[config.mk]
export PLATFORM = sky130hd
export DESIGN_NAME = cfg_serial_rom
export DESIGN_NICKNAME = d
export VERILOG_FILES = /design/src/rtl/cfgrom_pkg.sv /design/src/rtl/cfgrom_clk_edge.sv /design/src/rtl/cfgrom_pointer.sv /design/src/rtl/cfgrom_array.sv /design/src/rtl/cfg_serial_rom.sv
export SDC_FILE = /design/constraint.sdc
export NUM_CORES = 1
export LEC_CHECK = 0
export BUFFER_PORTS_ARGS = -buffer_cell sky130_fd_sc_hd__buf_4
export CAP_MARGIN = 0
export CORE_AREA = 4 4 41 43
export DETAILED_ROUTE_END_ITERATION = 7
export DIE_AREA = 0 0 45 47
export PLACE_DENSITY_LB_ADDON = 0.25
export SETUP_SLACK_MARGIN = 0.1
export SYNTH_ARGS = -nofsm -noshare
export SYNTH_HDL_FRONTEND = slang
export SYNTH_SLANG_ARGS = --single-unit
[constraint.sdc]
create_clock -name clk -period 1.85 [get_ports clk]
set_clock_uncertainty 0.1 [all_clocks]
set_input_delay 0.185 -clock clk [delete_from_list [all_inputs] [get_ports clk]]
set_output_delay 0.185 -clock clk [all_outputs]
set_load 0.01 [all_outputs]
[src/rtl/cfgrom_pkg.sv]
package cfgrom_pkg;

  typedef enum logic {
    RST_LOW_OE_HIGH = 1'b0,
    RST_HIGH_OE_LOW = 1'b1
  } rstoe_pol_e;

  function automatic int ptr_width(input int depth);
    return $clog2(depth + 1);
  endfunction

  function automatic int idx_width(input int depth);
    return (depth < 2) ? 1 : $clog2(depth);
  endfunction

endpackage

[src/rtl/cfgrom_clk_edge.sv]
module cfgrom_clk_edge #(
  parameter int STAGES = 2
) (
  input  logic clk,
  input  logic rst,
  input  logic sclk,
  output logic rise
);
  logic [STAGES:0] sh;

  always_ff @(posedge clk) begin
    if (rst) sh <= '0;
    else     sh <= {sh[STAGES-1:0], sclk};
  end

  assign rise = sh[STAGES-1] & ~sh[STAGES];


  sclk_rise_pulse_chk: assert property (@(posedge clk) disable iff (rst)
    rise |=> !rise);
endmodule

[src/rtl/cfgrom_pointer.sv]
module cfgrom_pointer #(
  parameter int DEPTH = 64,
  localparam int AW = cfgrom_pkg::ptr_width(DEPTH)
) (
  input  logic          clk,
  input  logic          rst,
  input  logic          clr,
  input  logic          step,
  output logic [AW-1:0] ptr,
  output logic          exhausted
);
  localparam logic [AW-1:0] LAST = AW'(DEPTH);

  assign exhausted = (ptr == LAST);

  always_ff @(posedge clk) begin
    if (rst || clr)              ptr <= '0;
    else if (step && !exhausted) ptr <= ptr + 1'b1;
  end


  ptr_bound_chk: assert property (@(posedge clk) disable iff (rst)
    ptr <= LAST);


  ptr_step_chk: assert property (@(posedge clk) disable iff (rst)
    (ptr != $past(ptr)) |-> (ptr == $past(ptr) + 1'b1 || ptr == '0));


  ptr_rewind_chk: assert property (@(posedge clk) disable iff (rst)
    clr |=> ptr == '0);
endmodule

[src/rtl/cfgrom_array.sv]
module cfgrom_array #(
  parameter int DEPTH = 64,
  parameter logic [DEPTH-1:0] INIT = '0,
  localparam int AW = cfgrom_pkg::ptr_width(DEPTH),
  localparam int IW = cfgrom_pkg::idx_width(DEPTH)
) (
  input  logic          clk,
  input  logic          rst,
  input  logic [AW-1:0] addr,
  output logic          rd_bit
);
  logic mem [DEPTH];

  for (genvar i = 0; i < DEPTH; i++) begin : g_cell
    assign mem[i] = INIT[i];
  end

  logic          in_range;
  logic [IW-1:0] idx;

  assign in_range = (addr < AW'(DEPTH));
  assign idx      = addr[IW-1:0];

  always_ff @(posedge clk) begin
    if (rst)           rd_bit <= 1'b0;
    else if (in_range) rd_bit <= mem[idx];
    else               rd_bit <= 1'b0;
  end
endmodule

[src/rtl/cfg_serial_rom.sv]
module cfg_serial_rom
  import cfgrom_pkg::*;
#(
  parameter int DEPTH = 64,
  parameter logic [DEPTH-1:0] INIT = '0,
  parameter rstoe_pol_e POL = RST_LOW_OE_HIGH,
  parameter int SYNC_STAGES = 2
) (
  input  logic clk,
  input  logic rst,
  input  logic sclk,
  input  logic rst_oe,
  input  logic ce_n,
  output logic dout,
  output logic dout_en,
  output logic ceo_n
);
  localparam int AW = ptr_width(DEPTH);

  logic          pin_rst;
  logic          rise;
  logic [AW-1:0] ptr;
  logic          exhausted;
  logic          rd_bit;
  logic          en_q;
  logic          ceo_q;

  if (POL == RST_HIGH_OE_LOW) begin : g_pol_hi
    assign pin_rst = rst_oe;
  end else begin : g_pol_lo
    assign pin_rst = ~rst_oe;
  end

  cfgrom_clk_edge #(.STAGES(SYNC_STAGES)) u_edge (
    .clk  (clk),
    .rst  (rst),
    .sclk (sclk),
    .rise (rise)
  );

  cfgrom_pointer #(.DEPTH(DEPTH)) u_ptr (
    .clk       (clk),
    .rst       (rst),
    .clr       (pin_rst),
    .step      (rise & ~ce_n),
    .ptr       (ptr),
    .exhausted (exhausted)
  );

  cfgrom_array #(.DEPTH(DEPTH), .INIT(INIT)) u_mem (
    .clk    (clk),
    .rst    (rst),
    .addr   (ptr),
    .rd_bit (rd_bit)
  );

  always_ff @(posedge clk) begin
    if (rst) begin
      en_q  <= 1'b0;
      ceo_q <= 1'b1;
    end else begin
      en_q  <= ~ce_n & ~pin_rst & ~exhausted;
      ceo_q <= ~exhausted;
    end
  end

  assign dout    = rd_bit;
  assign dout_en = en_q;
  assign ceo_n   = ceo_q;


  por_state_chk: assert property (@(posedge clk) disable iff (rst)
    $past(rst) |-> (ceo_n && !dout_en));


  handoff_exclusive_chk: assert property (@(posedge clk) disable iff (rst)
    !ceo_n |-> !dout_en);


  ce_hold_chk: assert property (@(posedge clk) disable iff (rst)
    (ce_n && !pin_rst) |=> $stable(ptr));


  pin_reset_quiet_chk: assert property (@(posedge clk) disable iff (rst)
    pin_rst |=> !dout_en);
endmodule

# Word-level counts from Yosys, hierarchy flattened
# Memories as Yosys holds them, arrays and structs flattened. A register that Yosys moved wholly into a read port is not among the register bits.
# Cells that the tools add are included.
# op_classes
magnitude_cmp	1
bitwise	10
addsub	1
eq_ne	1
n_reduce_logical	4
# ops
op	count
7-bit by 1-bit adder with 7-bit output, second input constant	1
7-bit == test, second input constant	1
7-bit less-than comparator, second input constant	1
6-bit inverter with 7-bit output	1
1-bit inverter	5
1-bit AND	4
2-bit OR reduction	1
1-bit logical AND	1
1-bit zero test	1
1-bit logical OR	1
# word_totals
ff_bits	12
memories	1
wordCells	22
input_bits	5
output_inout_bits	3
romBits	64
# mem_list
memory	depth	width	rd	rd_ports_with_merged_regs	write_ports	line	source
(no name shown)	64	1	1	1	0	cfgrom_array.sv:26	else if (in_range) rd_bit <= mem[idx];

# Depth between registers and ports, before layout
# depth
depth_word	4
depth_mapped	4
mapped_depth_nobuf	4

# Cells and area by module
# A second synthesis with hierarchy kept.
# hier_totals
cells_unflattened	57
area_unflattened_um2	521.8
# modules_own_cells
module	seq_area_each_um2	instances	area_each_um2	cells_per_inst
cfgrom_pointer	140.1	1	351.6	42
cfgrom_clk_edge	60.1	1	87.6	7
cfg_serial_rom	40.0	1	71.3	6
cfgrom_array	0.0	1	11.3	2

# Worst setup path before layout
# No wires, ideal clock.
# synth_path
kind	reg2reg
start	register u_ptr.ptr[0]
end	register u_ptr.ptr[6]
stages_incl_launch_ff	5
n_path_buf	0
t_arrival_ps	1234
required_ps	1690
setup_slack_ps	457
period_less_slack_ps	1393
setup_time_ps	60
cell_sequence	dfxtp_1 -> ha_1 -> nand4bb_1 -> or4_1 -> nand2_1
# synth_via
elab_chain_cells	3
elab_cells_between_ends	4
classes_between	add/sub: 1; eq/ne: 1; reduce/logical: 2
# synth_rtl
item	line	source
start, declared	cfgrom_pointer.sv:9	output logic [AW-1:0] ptr,
start signal, assigned	cfgrom_pointer.sv:18	else if (step && !exhausted) ptr <= ptr + 1'b1;
parallel branches: the longest is 3 deep, another holds 7-bit by 1-bit adder with 7-bit output	n/a	
# Parallel ways; which one is timed is not known.
# A chain may end at the register's enable or synchronous reset.

# Worst setup path in the final report
# layout_path
start	input ce_n
end	register u_ptr.ptr[5]
# layout_via
elab_chain_cells	3
# layout_rtl
item	line	source
start, declared	cfg_serial_rom.sv:13	input logic ce_n,
1-bit inverter	cfg_serial_rom.sv:45	.step (rise & ~ce_n),
1-bit AND	cfg_serial_rom.sv:45	
1-bit logical AND	cfgrom_pointer.sv:18	
# Every way passes these cells.

==> results.yml <==
synth:
  ys.flop_type: "dfxtp_1"
  syn_area_sq_um: 534
  synth_cell_types: 23
  ys_seq_elements: 12
  synthesis.instances: 56
  synth-seq-area-share_pct: 45.0
  synth_edf_count: 0
  yosys.area.top_type: "dfxtp_1"
  syn_avg_cell_area_sq_um: 9.54
  yosys_warnings: 0
  syn_nets: 63
  synthMostInstantiatedCell: "dfxtp_1"
  yosys-top-cells-area: "dfxtp_1, nand2_1, mux2i_1"
  synth_top_area_share_pct: 45.0
  async_reset_ff_share_pct: 0
  synthTopCellsByCount: "dfxtp_1, nand2_1, nor2b_1"
floorplan:
  rows: 13
  die_h_um: 47
  start_util_pct: 41.1
  die-area_sq_um: 2120
  io_pins: 8
  fp.dieW_um: 45
  fp.coreArea_sq_um: 1300
worst_setup_path:
  max_stage_delay_ns: 0.54
  cp_top_family: "simple AND/OR/NAND/NOR gates"
  slowest_stage: "dlygate4sd3_1"
  worst-path-max-fanout: 4
  reg2reg_slack_ns: 0.33
  crit_chain: "dlygate4sd3_1 > buf_4 > or3b_4 > nor4_2 > mux2i_1"
  cp-startpoint: "ce_n"
  required_ns: 1.94
  worst-path-buf-inv: 2
  path_class: "in -> reg"
  r2r-start: "u_ptr.ptr[0]"
  arrival_ns: 1.78
  cp-end-kind: "flip-flop"
  critPathLaunchType: "input pin"
clock_network:
  cts_tree: "done"
  root_buffer: "clkbuf_4"
  h-tree-depth: 1
  clock_path_buffers: 2
  cts.sinks: 12
  cts_buffers: 3
  clk_pin_slew_ns: 0.07
  cts_setup_buffers: 0
  clk_latency_ns: 0.26
layout:
  nNetsFinal: 74
  diodes: 0
  final_layout_size_suffix_gt1_share_pct: 20.0
  fillers: 127
  final_area_sq_um: 627
  syn_to_final_growth_pct: 17.3
global_route:
  grt_overflow: 0
  grt_pass1_wl_mm: 1.44
  met3_usage_pct: 5.75
  grt_util_met1_pct: 13.2
  top_usage_layer: "met2"
  groute.layer.met2.usage_pct: 13.3
  grt_usage_pct: 9.46
  grt_start_max_net_pins: 8
  antenna_found_initial: 0
  first_global_vias: 329
detailed_routing:
  first_pass_iters: 4
  post_drt_wl_per_cell_um: 11.3
  vias_per_cell: 5.08
  finalWirelength_um: 906
  antenna_left: 0
  vias: 406
  post-route-drc-count: 0
  first_iter_violations: 15
pwr:
  total_power_uw: 441
  p_int_uw: 351
  p_leak_uw: 0.000216
  p_sw_uw: 89.4
  p_per_area_nw_per_um2: 703
  ir_worst_vdd_uv: 446
  p_clk_share_pct: 34.3
  p_seq_share_pct: 59.8
  p_comb_share_pct: 5.9
  swShare_pct: 20.3
job:
  max-cap-violations: 0
placement:
  place_area_sq_um: 591
  dpl.hpwl_um: 710
  place_congestion: 0.773
  io_buffers: 6
hold_path:
  hold_class: "in -> reg"
  holdCritStartpoint: "rst"
status:
  outcome: "complete, no violations"
sta:
  min_period_over_period_pct: 91.1
  fmax_mhz: 593
  slew_viol_final: 0
  finalHoldViolCount: 0
  rsz0062_at_grt: "false"
  setup-tns-final_ns: 0
  fin_crit_ns: 1.69
  setup_violations: 0
==> cell type report <==
cell class	instances	area, sq um	share of cell area (%)
well taps	15	18.8	2.99
flip-flops and latches	12	240	38.3
repair buffers	7	55.1	8.78
inverters	3	11.3	1.80
clock buffers	3	22.5	3.59
multi-input cells	40	279	44.5
==> worst paths after layout <==
kind / end / cells past startpoint
worst max register to register: u_ptr.ptr[6] / 4
worst max-delay path: u_ptr.ptr[5] / 5
worst min-delay path: u_edge.sh[2] / 2
worst min register to register: u_edge.sh[1] / 1
==> cells by family (layout without fill, tap and decap cells) <==
logic type,Yosys count,count (layout),share of synthesized area [%]
mux,3,3,5.62
compound gates,9,9,10.8
simple gates,25,25,29.7
flops,12,12,45.0
other cells,1,1,0.702
buf+inv,4,13,3.51
fa+ha+maj,2,2,4.68
==> sequential cells by signal, indices dropped and copies added (netlist names) <==
signal and count:
u_ptr.ptr 7, u_edge.sh 3, ceo_n 1, dout_en 1
==> layer usage <==
| layer | vias up | share of wire [%] | wire length [um] |
|---|---|---|---|
| met1 | 176 | 52 | 467 |
| met4 | 0 | 0 | 0 |
| met5 | - | 0 | 0 |
| met2 | 9 | 41 | 368 |
| met3 | 0 | 7.7 | 70 |
| li1 | 221 | - | - |
==> worst reg2reg max path, stage by stage (launching register included) <==
cell and delay [ns]:
dfxtp_1 0.40, ha_1 0.17, nand4bb_1 0.20, or4_1 0.51, nand2_1 0.07
==> power by group through the flow <==
stage / combinational, uW / clock, uW / sequential (uW)
2_1_floorplan: 13.7 / 0 / 270
3_3_place_gp: 24.3 / 0 / 270
3_5_place_dp: 24.3 / 0 / 270
4_1_cts: 26.0 / 159 / 264
5_1_grt: 28.8 / 170 / 264
6_report: 26.1 / 151 / 264
==> per-stage QoR <==
step	hold WS [ns]	utilization (%)	cells	setup slack (ns)
5_1_grt	0.00864	48.2	80	0.117
3_5_place_dp	0.267	45.4	76	0.350
2_1_floorplan	0.157	-	56	0.457
4_1_cts	0.00750	47.9	80	0.168
6_report	0.0132	48.2	80	0.164
3_3_place_gp	0.270	45.4	76	0.395
==> layout by cell type (no fill, tap or decap), types with 2 or more instances in the layout <==
cell type and n:
buf_4 6, or3_1 2, inv_1 3, mux2i_1 3
nand2_1 9, a21oi_1 2, nor4_2 2, dfxtp_1 12
ha_1 2, nand2b_1 2, nor2b_1 4, clkbuf_4 3
o21ai_0 2
==> timing repair <==
| action | CTS | global route |
|---|---|---|
| hold buffers | 1 | 0 |
| resized for setup | 0 | 1 |
| setup endpoints to repair | 0 | 1 |
| endpoints found under the hold margin | 1 | 0 |
(Power assumes the default switching activity.)
